`src/rtl/brPkg.sv`:
```
package brPkg;
  // control strobes from the decoder to the datapath
  typedef struct packed {
    logic push;
    logic pop;
    logic jump;
    logic farLoad;
    logic skip;
  } brStrobe_t;

  localparam logic [2:0] GRP_JUMP = 3'b000;
  localparam logic [2:0] GRP_CALL = 3'b001;
  localparam logic [5:0] OP_RET   = 6'b001111;
  localparam logic [5:0] OP_SKIP  = 6'b001001;

  // condition codes live in word bits [12:10]; 010 means always
  function automatic logic condDefined(input logic [2:0] code);
    return (code >= 3'b010) && (code <= 3'b110);
  endfunction

  function automatic logic condHit(input logic [2:0] code, input logic n,
                                   input logic z, input logic c, input logic v);
    case (code)
      3'b010:  return 1'b1;
      3'b011:  return z;
      3'b100:  return c;
      3'b101:  return n;
      3'b110:  return v;
      default: return 1'b0;
    endcase
  endfunction
endpackage

```
`src/rtl/brCtrl.sv`:
```
module brCtrl
  import brPkg::*;
(
  input  logic       clk,
  input  logic       rstN,
  input  logic       instValid,
  input  logic [7:0] opHi,
  input  logic       expectBit,
  input  logic       flagN,
  input  logic       flagZ,
  input  logic       flagC,
  input  logic       flagV,
  output brStrobe_t  strobe
);
  logic [2:0] grp;
  logic [2:0] code;
  logic       isJump;
  logic       isCall;
  logic       isRet;
  logic       isSkip;
  logic       taken;
  logic       skipFlag;

  assign grp    = opHi[7:5];
  assign code   = opHi[4:2];
  assign isJump = (grp == GRP_JUMP) && condDefined(code);
  assign isCall = (grp == GRP_CALL) && condDefined(code);
  assign isRet  = (opHi[7:2] == OP_RET);
  assign isSkip = (opHi[7:2] == OP_SKIP);
  assign taken  = condHit(code, flagN, flagZ, flagC, flagV);

  always_comb begin
    case (opHi[1:0])
      2'b00:   skipFlag = flagV;
      2'b01:   skipFlag = flagC;
      2'b10:   skipFlag = flagZ;
      default: skipFlag = flagN;
    endcase
  end

  always_comb begin
    strobe         = '0;
    strobe.jump    = instValid && (isJump || isCall) && taken;
    strobe.push    = instValid && isCall && taken;
    strobe.pop     = instValid && isRet;
    strobe.farLoad = strobe.jump && opHi[1];
    strobe.skip    = instValid && isSkip && (skipFlag == expectBit);
  end


  exclusive_action_chk: assert property (@(posedge clk) disable iff (!rstN)
    $onehot0({strobe.jump, strobe.pop, strobe.skip}));
endmodule

```
`src/rtl/brDatapath.sv`:
```
module brDatapath
  import brPkg::*;
#(
  parameter int PC_W     = 8,
  parameter int PAGE_W   = 15,
  parameter int DEPTH    = 8,
  parameter logic [PAGE_W-1:0] PAGE_RST = 15'h00FF
) (
  input  logic              clk,
  input  logic              rstN,
  input  logic              instValid,
  input  brStrobe_t         strobe,
  input  logic [PC_W-1:0]   target,
  input  logic [PC_W-1:0]   pcCur,
  input  logic [PAGE_W-1:0] pageP,
  output logic [PC_W-1:0]   pcNext,
  output logic [PAGE_W-1:0] pageNext
);
  localparam int RET_W = PAGE_W + PC_W;
  localparam int PTR_W = $clog2(DEPTH);

  logic [RET_W-1:0]  stackMem [DEPTH];
  logic [DEPTH-1:0]  wrEn;
  logic [PTR_W-1:0]  ptr;
  logic [PTR_W-1:0]  ptrPrev;
  logic [RET_W-1:0]  topEntry;
  logic [RET_W-1:0]  pushVal;
  logic [PAGE_W-1:0] pageQ;
  logic [PC_W-1:0]   seqPc;

  assign seqPc    = pcCur + PC_W'(1);
  assign pushVal  = {pageQ, seqPc};
  assign ptrPrev  = ptr - PTR_W'(1);
  assign topEntry = stackMem[ptrPrev];

  for (genvar i = 0; i < DEPTH; i++) begin : g_wr
    assign wrEn[i] = strobe.push && (ptr == PTR_W'(i));
  end

  always_ff @(posedge clk) begin
    if (!rstN) begin
      for (int i = 0; i < DEPTH; i++) stackMem[i] <= '0;
      ptr <= '0;
    end else begin
      for (int i = 0; i < DEPTH; i++)
        if (wrEn[i]) stackMem[i] <= pushVal;
      if (strobe.push)     ptr <= ptr + PTR_W'(1);
      else if (strobe.pop) ptr <= ptrPrev;
    end
  end

  always_comb begin
    pcNext   = pcCur;
    pageNext = pageQ;
    if (strobe.pop) begin
      {pageNext, pcNext} = topEntry;
    end else if (strobe.jump) begin
      pcNext = target;
      if (strobe.farLoad) pageNext = pageP;
    end else if (instValid) begin
      pcNext = seqPc;
    end
  end

  always_ff @(posedge clk) begin
    if (!rstN) pageQ <= PAGE_RST;
    else       pageQ <= pageNext;
  end


  reset_page_chk: assert property (@(posedge clk) disable iff (!rstN)
    $rose(rstN) |-> pageQ == PAGE_RST);

  push_visible_chk: assert property (@(posedge clk) disable iff (!rstN)
    strobe.push |=> topEntry == $past(pushVal));

  page_hold_chk: assert property (@(posedge clk) disable iff (!rstN)
    (!strobe.pop && !strobe.farLoad) |=> $stable(pageQ));
endmodule

```
`src/rtl/brUnit.sv`:
```
module brUnit
  import brPkg::*;
#(
  parameter int PC_W     = 8,
  parameter int PAGE_W   = 15,
  parameter int DEPTH    = 8,
  parameter logic [PAGE_W-1:0] PAGE_RST = 15'h00FF
) (
  input  logic              clk,
  input  logic              rstN,
  input  logic              instValid,
  input  logic [15:0]       instWord,
  input  logic              flagN,
  input  logic              flagZ,
  input  logic              flagC,
  input  logic              flagV,
  input  logic [PC_W-1:0]   pcCur,
  input  logic [PAGE_W-1:0] pageP,
  output logic [PC_W-1:0]   pcNext,
  output logic [PAGE_W-1:0] pageNext,
  output logic              skipNext
);
  brStrobe_t strobe;

  brCtrl u_ctrl (
    .clk(clk), .rstN(rstN), .instValid(instValid),
    .opHi(instWord[15:8]), .expectBit(instWord[0]),
    .flagN(flagN), .flagZ(flagZ), .flagC(flagC), .flagV(flagV),
    .strobe(strobe)
  );

  brDatapath #(.PC_W(PC_W), .PAGE_W(PAGE_W), .DEPTH(DEPTH), .PAGE_RST(PAGE_RST)) u_dp (
    .clk(clk), .rstN(rstN), .instValid(instValid), .strobe(strobe),
    .target(instWord[PC_W-1:0]), .pcCur(pcCur), .pageP(pageP),
    .pcNext(pcNext), .pageNext(pageNext)
  );

  assign skipNext = strobe.skip;


  skip_sequential_chk: assert property (@(posedge clk) disable iff (!rstN)
    skipNext |-> pcNext == pcCur + PC_W'(1));
endmodule

```
`config.mk`:
```
export PLATFORM = sky130hd
export DESIGN_NAME = brUnit
export DESIGN_NICKNAME = d
export VERILOG_FILES = /design/src/rtl/brPkg.sv /design/src/rtl/brCtrl.sv /design/src/rtl/brDatapath.sv /design/src/rtl/brUnit.sv
export SDC_FILE = /design/constraint.sdc
export NUM_CORES = 1
export LEC_CHECK = 0
export ABC_CLOCK_PERIOD_IN_PS = 3950
export BUFFER_PORTS_ARGS = -buffer_cell sky130_fd_sc_hd__buf_4
export CORE_ASPECT_RATIO = 0.7
export CORE_MARGIN = 2
export CORE_UTILIZATION = 35
export DETAILED_ROUTE_END_ITERATION = 16
export HOLD_SLACK_MARGIN = 0.1
export SYNTH_ARGS = -nofsm -noshare
export SYNTH_HDL_FRONTEND = slang
export SYNTH_SLANG_ARGS = --single-unit
```
`constraint.sdc`:
```
create_clock -name clk -period 3.95 [get_ports clk]
set_input_delay 0.395 -clock clk [delete_from_list [all_inputs] [get_ports clk]]
set_output_delay 0.395 -clock clk [all_outputs]
set_load 0.02 [all_outputs]
```
==> results of run 1 <==
[report_power, final]
| part | internal [mW] | switching [mW] | total, mW |
|---|---|---|---|
| clock | 1.19 | 0.807 | 1.99 |
| combinational | 0.170 | 0.226 | 0.396 |
| sequential | 2.41 | 0.0264 | 2.44 |
| total | 3.77 | 1.06 | 4.83 |
[flip-flops by register name, indices dropped and copies added, names as in the netlist]
register       flops
u_dp.pageQ        15
u_dp.ptr           3
u_dp.stackMem    184
[kinds of logic (layout without fill, tap and decap cells)]
| kind of cell | Yosys count | in the layout | share of synthesized area |
|---|---|---|---|
| AO/OA/AOI/OAI | 39 | 39 | 0.03018 |
| AND/OR/NAND/NOR | 295 | 295 | 0.1482 |
| multiplexers | 61 | 61 | 0.1291 |
| XOR/XNOR | 14 | 14 | 0.01320 |
| flip-flops | 202 | 202 | 0.6338 |
| buffers and inverters | 77 | 161 | 0.03476 |
| adder cells (fa/ha/maj) | 8 | 8 | 0.01078 |
[layer usage]
layer / track usage / vias to the layer above / part of all wire
met4: 0.03810 / 0 / 0.017
met3: 0.03347 / 23 / 0.078
met1: 0.2861 / 3018 / 0.49
li1: - / 2746 / -
met2: 0.2492 / 249 / 0.42
met5: 0 / - / 0
[cell type report]
class                   count  area share
multi-input cells         417      0.2831
repair buffers             98     0.07029
clock inverters            10     0.01115
clock buffers              26     0.05039
flip-flops and latches    202      0.5353
well taps                 357     0.04060
inverters                  27    0.009213
[through the flow]
stage,setup slack [ps],util,area (sq um),total power [mW],std cells
finish,327.5,0.4252,11000,4.829,1137
global route,121.2,0.4252,11000,4.984,1137
CTS,306.3,0.4252,11000,4.870,1137
detailed placement,756.3,0.3990,10320,2.884,1101
global placement,856.9,0.3990,10320,2.879,1101
floorplan,265.9,-,9286,2.717,696
[final timing paths]
| kind | endpoint | start |
|---|---|---|
| min | u_dp.pageQ[3]$_SDFF_PN1_ | pageP[3] |
| max reg2reg | u_dp.pageQ[11]$_SDFF_PN0_ | u_dp.ptr[0]$_SDFFE_PN0P_ |
| min reg2reg | u_dp.pageQ[2]$_SDFF_PN1_ | u_dp.pageQ[2]$_SDFF_PN1_ |
| max | pageNext[3] | u_dp.ptr[0]$_SDFFE_PN0P_ |
[cells in the final DEF, fill, tap and decap left out, types with 7 or more instances in the layout]
master and count:
nand2_1 47, ha_1 7, mux4_2 47, nand4_1 12
or3_1 12, xnor2_1 7, buf_4 95, o22ai_1 10
dfxtp_1 16, inv_1 26, clkbuf_16 21, nor2_1 104
edfxtp_1 184, nand2b_1 8, nand3_1 21, mux2i_1 14
nor3_1 71
[critical path, cell delays in order (launching register included)]
cell and delay, ps:
dfxtp_2 330, clkinv_1 340, ha_2 830, buf_12 280, mux4_2 220, nor2_1 50, or3_1 420, nand3_1 110
buf_4 140
==> run_results.csv, run 1 <==
group,metric,value,unit
setup_path,crit_type,"flip-flop to primary output",
logic_synthesis,yosysSeqAreaShare,0.6338,
place,dp_hpwl,15.16,mm
logic_synthesis,synth_top_flop_cell,"edfxtp_1",
setup_path,cp-end-kind,"primary output",
cts,clockBufferDepth,3,
die,die_y,140.3,microns
final_layout,fin_nets,820,
min_path,hold_path.class,"primary input to flip-flop",
logic_synthesis,ys_top_cells_by_area,"edfxtp_1 59%, mux4_2 11%, nor2_1 4.2%",
routing,routed_wl,24.30,mm
timing,hold_viol_final,0,
place,gp_congestion,0.7684,
min_path,hold_path_depth,3,
final_layout,drive_above_1_share,0.2436,
timing,setup_viol,0,
logic_synthesis,yosysTopAreaCell,"edfxtp_1",
die,core_area,25870,sq um
setup_path,r2r_cells,7,
grt,grt_max_degree,78,
logic_synthesis,syn-num-nets,750,
routing,routedWlPerCell,21.37,microns
outcome,status,"complete, no violations",
grt,grt_pass1_vias,5881,
routing,vias,6036,
logic_synthesis,synthCells,696,
final_layout,syn_to_final_growth,18.46,%
timing,worst_pin_slew,959.4,ps
timing,fin_crit,3622,ps
final_layout,seqCellArea,5888,sq um
timing,period_share,0.9171,
setup_path,crit_arrival,3230,ps
timing,drv_slew,0,
cts,postCtsHoldBufs,0,
cts,cts_buffers,20,
cts,clock_latency,490,ps
place,io_buffers,69,
logic_synthesis,yosysTopAreaCellShare,0.5950,
timing,max_slew_margin,0.3604,
cts,cts_sinks,202,
die,die_w,198.7,microns
logic_synthesis,yosysWarningCount,0,
logic_synthesis,synth-seq-cells,202,
logic_synthesis,synthArstFlopShare,0,
logic_synthesis,synth.distinct_cells,43,
grt,grt_first_pass_wirelength,36.92,mm
logic_synthesis,synth_edf_count,184,
timing,hold_ws,128.0,ps
cts,clk_pin_slew,60,ps
power_and_ir_drop,power.leakage,4.114,nW
routing,ant_nets,0,
job,cap_viol_max_count,0,
final_layout,multi_input_area,3114,sq um
routing,drc,0,
setup_path,crit_path_start_kind,"flip-flop",
routing,drt_first_pass_iters,7,
cts,cts_tree,"built",
logic_synthesis,yosys.cell_count.top_type,"edfxtp_1",
routing,initialDrtViolationCount,544,
timing,setup-tns-final,0,ps
grt,antenna_found_initial,0,
final_layout,fillerInstances,2406,
logic_synthesis,synth_area,9286,sq um
setup_path,critical_path_peak_fanout,30,
die,die_area,27870,sq um
logic_synthesis,synth.avg_cell_area,13.34,sq um
timing,rsz0062_at_grt,"no",
routing,viasPerCell,5.309,
cts,post-cts-setup-buffers,0,
final_layout,antenna_cells,0,
grt,grt_use_total,0.1785,
timing,achievable-frequency,0.2761,GHz
cts,htreeDepth,1,
cts,ctsResizeCount,0,
die,num_rows,49,
power_and_ir_drop,max-vdd-ir-drop,0.0002575,V
logic_synthesis,synth_common_cells,"184 x edfxtp_1, 104 x nor2_1, 71 x nor3_1",
grt,grt-ovfl-total,0,
timing,skew,6.580,ps
cts,cts_root_buf,"clkbuf_16",
die,io_pins,70,
setup_path,worstPathRequired,3560,ps
setup_path,r2r_slack,1210,ps
power_and_ir_drop,power_density,439.0,nW/um^2
die,initial_core_util,0.3589,
Note: power is estimated with default switching activity, not from simulation.
==> run 2: changes to the inputs <==
CORE_ASPECT_RATIO = 0.5   (was 0.7)
==> run 2 against run 1 <==
  * Power is 1.6% lower
  * Flip-flop and latch count did not move
  * Largest power group unchanged
  * Clock skew increased by 11 ps
  * Critical endpoint is now pageNext[7]
==> run_results.csv, run 2 (synthesis results as in run 1) <==
group,metric,value,unit
routing,viasPerCell,5.497,
job,cap_viol_max_count,0,
die,core_area,26280,sq um
routing,drc,0,
timing,achievable-frequency,0.2687,GHz
power_and_ir_drop,power.leakage,4.091,nW
final_layout,regMostFlops,"u_dp.stackMem",
timing,setup_viol,0,
min_path,hp-start,"pageP[3]",
routing,initialDrtViolationCount,483,
setup_path,crit_arrival,3330,ps
setup_path,critPathBufInv,3,
grt,grt_first_pass_wirelength,37.92,mm
power_and_ir_drop,total_power,4.754,mW
min_path,holdPathEnd,"u_dp.pageQ[3]$_SDFF_PN1_",
min_path,hold_path_depth,3,
routing,routedWlPerCell,22.08,microns
grt,grt_max_degree,78,
final_layout,layout_common_cells,"184 x edfxtp_1, 104 x nor2_1, 93 x buf_4",
setup_path,slowest_delay,800,ps
setup_path,crit_path_start_kind,"flip-flop",
place,io_buffers,69,
timing,drv_slew,0,
die,initial_core_util,0.3534,
cts,post-cts-setup-buffers,0,
setup_path,r2r_slack,1140,ps
routing,wl_met3,1.401,mm
cts,clock_latency,500,ps
timing,hold_viol_final,0,
timing,skew,17.85,ps
routing,ant_nets,0,
die,die_area,27930,sq um
routing,drt_first_pass_iters,6,
setup_path,worstReg2RegEnd,"u_dp.pageQ[11]$_SDFF_PN0_",
place,place_ws,679.8,ps
timing,max_slew_margin,0.3754,
outcome,status,"complete, no violations",
final_layout,fin_nets,818,
setup_path,critical_path_peak_fanout,16,
place,dp_hpwl,15.06,mm
cts,cts_tree,"built",
grt,grt_pass1_vias,6233,
die,io_pins,70,
die,die_w,234.4,microns
cts,clk_pin_slew,70,ps
setup_path,r2r_cells,8,
cts,cts_buffers,20,
setup_path,cp_common_cell,"buf_4",
power_and_ir_drop,power_frac_comb,0.085,
timing,period_share,0.9423,
routing,topRoutingLayerUsed,"met4",
routing,dr_wl_met2,12.40,mm
power_and_ir_drop,seqPwrFrac,0.513,
grt,grt-ovfl-total,0,
timing,worst_pin_slew,937.0,ps
place,gp_congestion,0.7795,
final_layout,layout_commonest_cell,"edfxtp_1",
setup_path,cp-end-kind,"primary output",
die,die_y,119.2,microns
setup_path,crit_type,"flip-flop to primary output",
final_layout,drive_above_1_share,0.2404,
routing,routed_wl,24.95,mm
final_layout,reg_top3,"u_dp.stackMem x184, u_dp.pageQ x15, u_dp.ptr x3",
power_and_ir_drop,clkPwrFrac,0.402,
cts,htreeDepth,1,
final_layout,antenna_cells,0,
final_layout,syn_to_final_growth,17.85,%
setup_path,crit_family,"buffers and inverters",
cts,postCtsHoldBufs,0,
timing,setup-tns-final,0,ps
min_path,hold_path.class,"primary input to flip-flop",
timing,fin_crit,3722,ps
setup_path,slowest_stage,"ha_2",
cts,cts_root_buf,"clkbuf_16",
grt,grt_use_total,0.1805,
final_layout,largest_register_ffs,184,
die,num_rows,42,
power_and_ir_drop,power_density,434.3,nW/um^2
power_and_ir_drop,internal_power,3.681,mW
cts,clockBufferDepth,3,
power_and_ir_drop,power.switching,1.072,mW
grt,antenna_found_initial,0,
timing,rsz0062_at_grt,"no",
cts,cts_sinks,202,
setup_path,crit_chain,"clkinv_1 -> ha_2 -> buf_4 -> mux4_2 -> nor2_1 -> or3_1 -> nand3_1 -> buf_4",
power_and_ir_drop,switching_share,0.2255,
power_and_ir_drop,max-vdd-ir-drop,0.0002731,V
timing,fin_ws,227.8,ps
setup_path,regToRegStartpoint,"u_dp.ptr[0]$_SDFFE_PN0P_",
setup_path,worstPathRequired,3560,ps
routing,vias,6212,
routing,met1Wirelength,10.64,mm
run 2: changes by cell type in the layout (fill, tap and decap cells not counted):
cell,delta
clkinv_2,-1
buf_4,-2
clkbuf_8,+1
buf_6,+1
clkinv_1,+3
bufinv_16,-1
buf_12,-1
clkbuf_16,-1
clkinv_8,+1
clkbuf_1,-2
run 2: how the worst max path moves through the flow:
stage                             start                                end  depth (start not counted)
6_report       u_dp.ptr[0]$_SDFFE_PN0P_                        pageNext[7]                          8
5_1_grt        u_dp.ptr[0]$_SDFFE_PN0P_                        pageNext[1]                          8
4_1_cts        u_dp.ptr[0]$_SDFFE_PN0P_                        pageNext[1]                          8
3_5_place_dp   u_dp.ptr[0]$_SDFFE_PN0P_                        pageNext[1]                          8
3_3_place_gp   u_dp.ptr[0]$_SDFFE_PN0P_                        pageNext[6]                          9
2_1_floorplan              instWord[10]  u_dp.stackMem[1][0]$_SDFFCE_PN0P_                          8
run 2: worst min-delay path: cells and delay by family:
| kind | cells | cell delay, ps |
|---|---|---|
| AND/OR/NAND/NOR | 2 | 130 |
| buffers and inverters | 1 | 70 |
run 2: timing repair:
item                                    in CTS  in global routing
endpoints found under the setup margin       0                  4
hold endpoints to repair                     0                  0
resized for setup                            0                  1
run 2: routing by layer:
metal	track usage	vias to the layer above
met3	0.02586	37
met1	0.2503	3238
li1	-	2747
met4	0.04245	0
met2	0.3013	190
met5	0	-
run 2: area by class of cell:
type / instances / area (sq um)
clock buffer: 24 / 535.5
multi-input combinational: 417 / 3114
tap: 352 / 440.4
inverter: 27 / 101.3
timing repair buffer: 96 / 749.5
fill: 2406 / 15330
clock inverter: 12 / 115.1
sequential: 202 / 5888
run 2: stage by stage:
step	hold WS (ps)	utilization	area [sq um]	cells
3_3_place_gp	515.1	0.3916	10290	1094
2_1_floorplan	493.1	-	9286	696
5_1_grt	135.5	0.4165	10940	1130
4_1_cts	117.4	0.4164	10940	1130
3_5_place_dp	519.7	0.3916	10290	1094
6_report	128.1	0.4165	10940	1130
run 2: power groups by stage:
stage	combinational, mW	clock, mW	sequential [mW]
6_report	0.403	1.91	2.44
4_1_cts	0.406	1.94	2.44
3_3_place_gp	0.400	0	2.48
5_1_grt	0.431	2.01	2.45
3_5_place_dp	0.404	0	2.48
2_1_floorplan	0.241	0	2.48
==> run 3: changes to the inputs <==
ABC_AREA = 1   (was default)
==> run 3 against run 2 <==
  * Via count increased by 18%
  * Hold slack improved by 110 ps
  * Sequential power about the same
  * Power decreased by 2.5%
  * Non-clock buffer count decreased by 7
  * Critical path type unchanged
  * Count of clock-buffer cells in the layout increased by 3
  * Critical endpoint is now pcNext[6]
  * Cell count increased by 22%
  * Clock power decreased by 7%
  * Routed wire length increased by 6.9%
  * Clock skew decreased by 2.3 ps
==> run_results.csv, run 3 <==
group,metric,value,unit
outcome,status,"complete, no violations",
logic_synthesis,yosys.cell_count.top_type,"nor2_1",
setup_path,critPathBufInv,4,
setup_path,crit_path_start_kind,"flip-flop",
setup_path,slowest_stage,"clkinv_1",
logic_synthesis,synth_area,9544,sq um
setup_path,r2r_slack,780,ps
logic_synthesis,synth-seq-cells,202,
logic_synthesis,synth.distinct_cells,31,
place,gp_congestion,0.8085,
final_layout,layout_commonest_cell,"nor2_1",
grt,grt_pass1_vias,7171,
setup_path,crit_family,"buffers and inverters",
logic_synthesis,yosysWarningCount,0,
min_path,hp-start,"pageP[7]",
timing,hold_viol_final,0,
logic_synthesis,synthArstFlopShare,0,
routing,drt_first_pass_iters,5,
die,initial_core_util,0.3582,
final_layout,syn_to_final_growth,14.66,%
final_layout,largest_register_ffs,184,
routing,viasPerCell,5.318,
grt,grt_use_total,0.1874,
setup_path,critical_path_peak_fanout,43,
place,place_ws,800.6,ps
timing,max_slew_margin,0.3614,
final_layout,stdcell_area,10940,sq um
grt,grt_max_degree,95,
min_path,hold_path.class,"primary input to flip-flop",
timing,skew,15.55,ps
cts,clk_pin_slew,70,ps
grt,antenna_found_initial,1,
cts,cts_root_buf,"clkbuf_16",
logic_synthesis,yosysTopAreaCell,"edfxtp_1",
grt,gr-usage-met3,0.03493,
cts,htreeDepth,1,
power_and_ir_drop,max-vdd-ir-drop,0.0002744,V
logic_synthesis,synth_edf_count,184,
place,place_area,10340,sq um
cts,cts_buffers,20,
routing,routed_wl,26.67,mm
place,dpl.cell_count,1345,
cts,ctsResizeCount,0,
setup_path,regToRegStartpoint,"u_dp.ptr[0]$_SDFFE_PN0P_",
timing,setup_viol,0,
die,die_y,120.8,microns
routing,initialDrtViolationCount,867,
final_layout,regMostFlops,"u_dp.stackMem",
routing,vias,7349,
cts,clockBufferDepth,3,
min_path,hold_path_depth,4,
setup_path,crit_arrival,3250,ps
logic_synthesis,ys_top_cells_by_area,"edfxtp_1 58%, nor2_1 10%, o21ai_0 6.1%",
routing,drc,0,
min_path,holdPathEnd,"u_dp.pageQ[7]$_SDFF_PN1_",
final_layout,layout_common_cells,"266 x nor2_1, 184 x edfxtp_1, 116 x o21ai_0",
logic_synthesis,yosysSeqAreaShare,0.6167,
timing,fin_ws,303.9,ps
cts,postCtsHoldBufs,0,
timing,period_share,0.9231,
die,die_area,28690,sq um
timing,fin_crit,3646,ps
timing,hold_ws,234.0,ps
setup_path,crit_chain,"inv_2 -> buf_4 -> ha_1 -> xnor2_2 -> clkinv_1 -> o211ai_1 -> o21ai_0 -> a22oi_1 -> buf_4",
setup_path,crit_type,"flip-flop to primary output",
place,dp_hpwl,16.90,mm
cts,clock_latency,500,ps
die,core_area,26640,sq um
timing,achievable-frequency,0.2743,GHz
grt,grt_first_pass_wirelength,41.28,mm
job,cap_viol_max_count,0,
grt,use_met2,0.3090,
cts,cts_tree,"built",
power_and_ir_drop,total_power,4.634,mW
setup_path,worstReg2RegEnd,"u_dp.stackMem[3][10]$_SDFFCE_PN0P_",
final_layout,fin_nets,1069,
logic_synthesis,synth.avg_cell_area,9.890,sq um
logic_synthesis,synth_top_flop_cell,"edfxtp_1",
routing,ant_nets,0,
timing,worst_pin_slew,955.3,ps
final_layout,finalNonFillerCells,1382,
timing,setup-tns-final,0,ps
grt,grt-ovfl-total,0,
die,num_rows,42,
setup_path,cp_common_cell,"buf_4",
timing,rsz0062_at_grt,"no",
setup_path,worstPathRequired,3560,ps
logic_synthesis,syn-num-nets,1019,
final_layout,reg_top3,"u_dp.stackMem x184, u_dp.pageQ x15, u_dp.ptr x3",
setup_path,slowest_delay,620,ps
timing,drv_slew,0,
cts,cts_sinks,202,
routing,routedWlPerCell,19.30,microns
setup_path,cp-end-kind,"primary output",
final_layout,drive_above_1_share,0.1293,
die,die_w,237.5,microns
grt,globalRoute.busiestLayer,"met2",
logic_synthesis,yosysTopAreaCellShare,0.5789,
logic_synthesis,synthCells,965,
setup_path,r2r_cells,6,
logic_synthesis,synth_common_cells,"266 x nor2_1, 184 x edfxtp_1, 117 x o21ai_0",
grt,gr-usage-met1,0.2515,
place,io_buffers,69,
final_layout,utilization,0.4107,
cts,post-cts-setup-buffers,0,
power_and_ir_drop,power_density,423.5,nW/um^2
die,io_pins,70,
power_and_ir_drop,power.leakage,4.304,nW
## run 3: cell count changes in the layout (fill, tap and decap cells not counted), moves of 14 or more
cell,previous run,this run
o21ai_0,6,116
mux4_2,47,0
mux2i_1,14,0
nor2_1,104,266
nor3_1,71,2
o221ai_1,0,34
nand3_1,21,55
nand2_1,47,107
inv_1,26,56
## run 3: cell families (layout without fill, tap and decap cells)
kind of cell / Yosys count / in the layout / share of synthesized area
AND/OR/NAND/NOR: 453 / 453 / 0.1986
other: 0 / 1 / 0
adder cells (fa/ha/maj): 8 / 8 / 0.01049
buffers and inverters: 122 / 186 / 0.06096
AO/OA/AOI/OAI: 176 / 176 / 0.1096
XOR/XNOR: 4 / 4 / 0.003671
flip-flops: 202 / 202 / 0.6167
## run 3: final cells by class
type | count | area (sq um)
fillers | 2545 | 15700
diodes | 1 | 2.502
clock inverters | 9 | 51.30
flip-flops and latches | 202 | 5887
well taps | 352 | 440.4
multi-input cells | 641 | 3088
repair buffers | 89 | 693.2
clock buffers | 27 | 546.8
inverters | 61 | 234.0
## run 3: layer usage
metal / part of all wire / routed length (microns)
met1: 0.44 / 11670
met2: 0.48 / 12670
met3: 0.060 / 1608
met4: 0.027 / 717
met5: 0 / 0
## run 3: worst max path at each step
stage,start,end,slack [ps],cells past startpoint
after floorplan,u_dp.ptr[0]$_SDFFE_PN0P_,u_dp.stackMem[6][0]$_DFFE_PP_,620,7
after global routing,u_dp.ptr[0]$_SDFFE_PN0P_,pcNext[6],150,9
after CTS,u_dp.ptr[0]$_SDFFE_PN0P_,pcNext[6],280,9
after detailed placement,u_dp.ptr[0]$_SDFFE_PN0P_,u_dp.stackMem[3][9]$_SDFFCE_PN0P_,800,6
after global placement,u_dp.ptr[0]$_SDFFE_PN0P_,u_dp.stackMem[3][9]$_SDFFCE_PN0P_,820,6
final,u_dp.ptr[0]$_SDFFE_PN0P_,pcNext[6],300,9
## run 3: tightest hold or removal path, cell delays in order
cell and delay [ps]:
buf_4 70, nand3b_1 90, nand3_1 80, nand3_1 70
## run 3: where the power goes
part / switching [mW] / internal, mW / total, mW
Combinational: 0.294 / 0.137 / 0.431
Clock: 0.793 / 0.975 / 1.77
Sequential: 0.0247 / 2.41 / 2.44
Total: 1.11 / 3.52 / 4.63
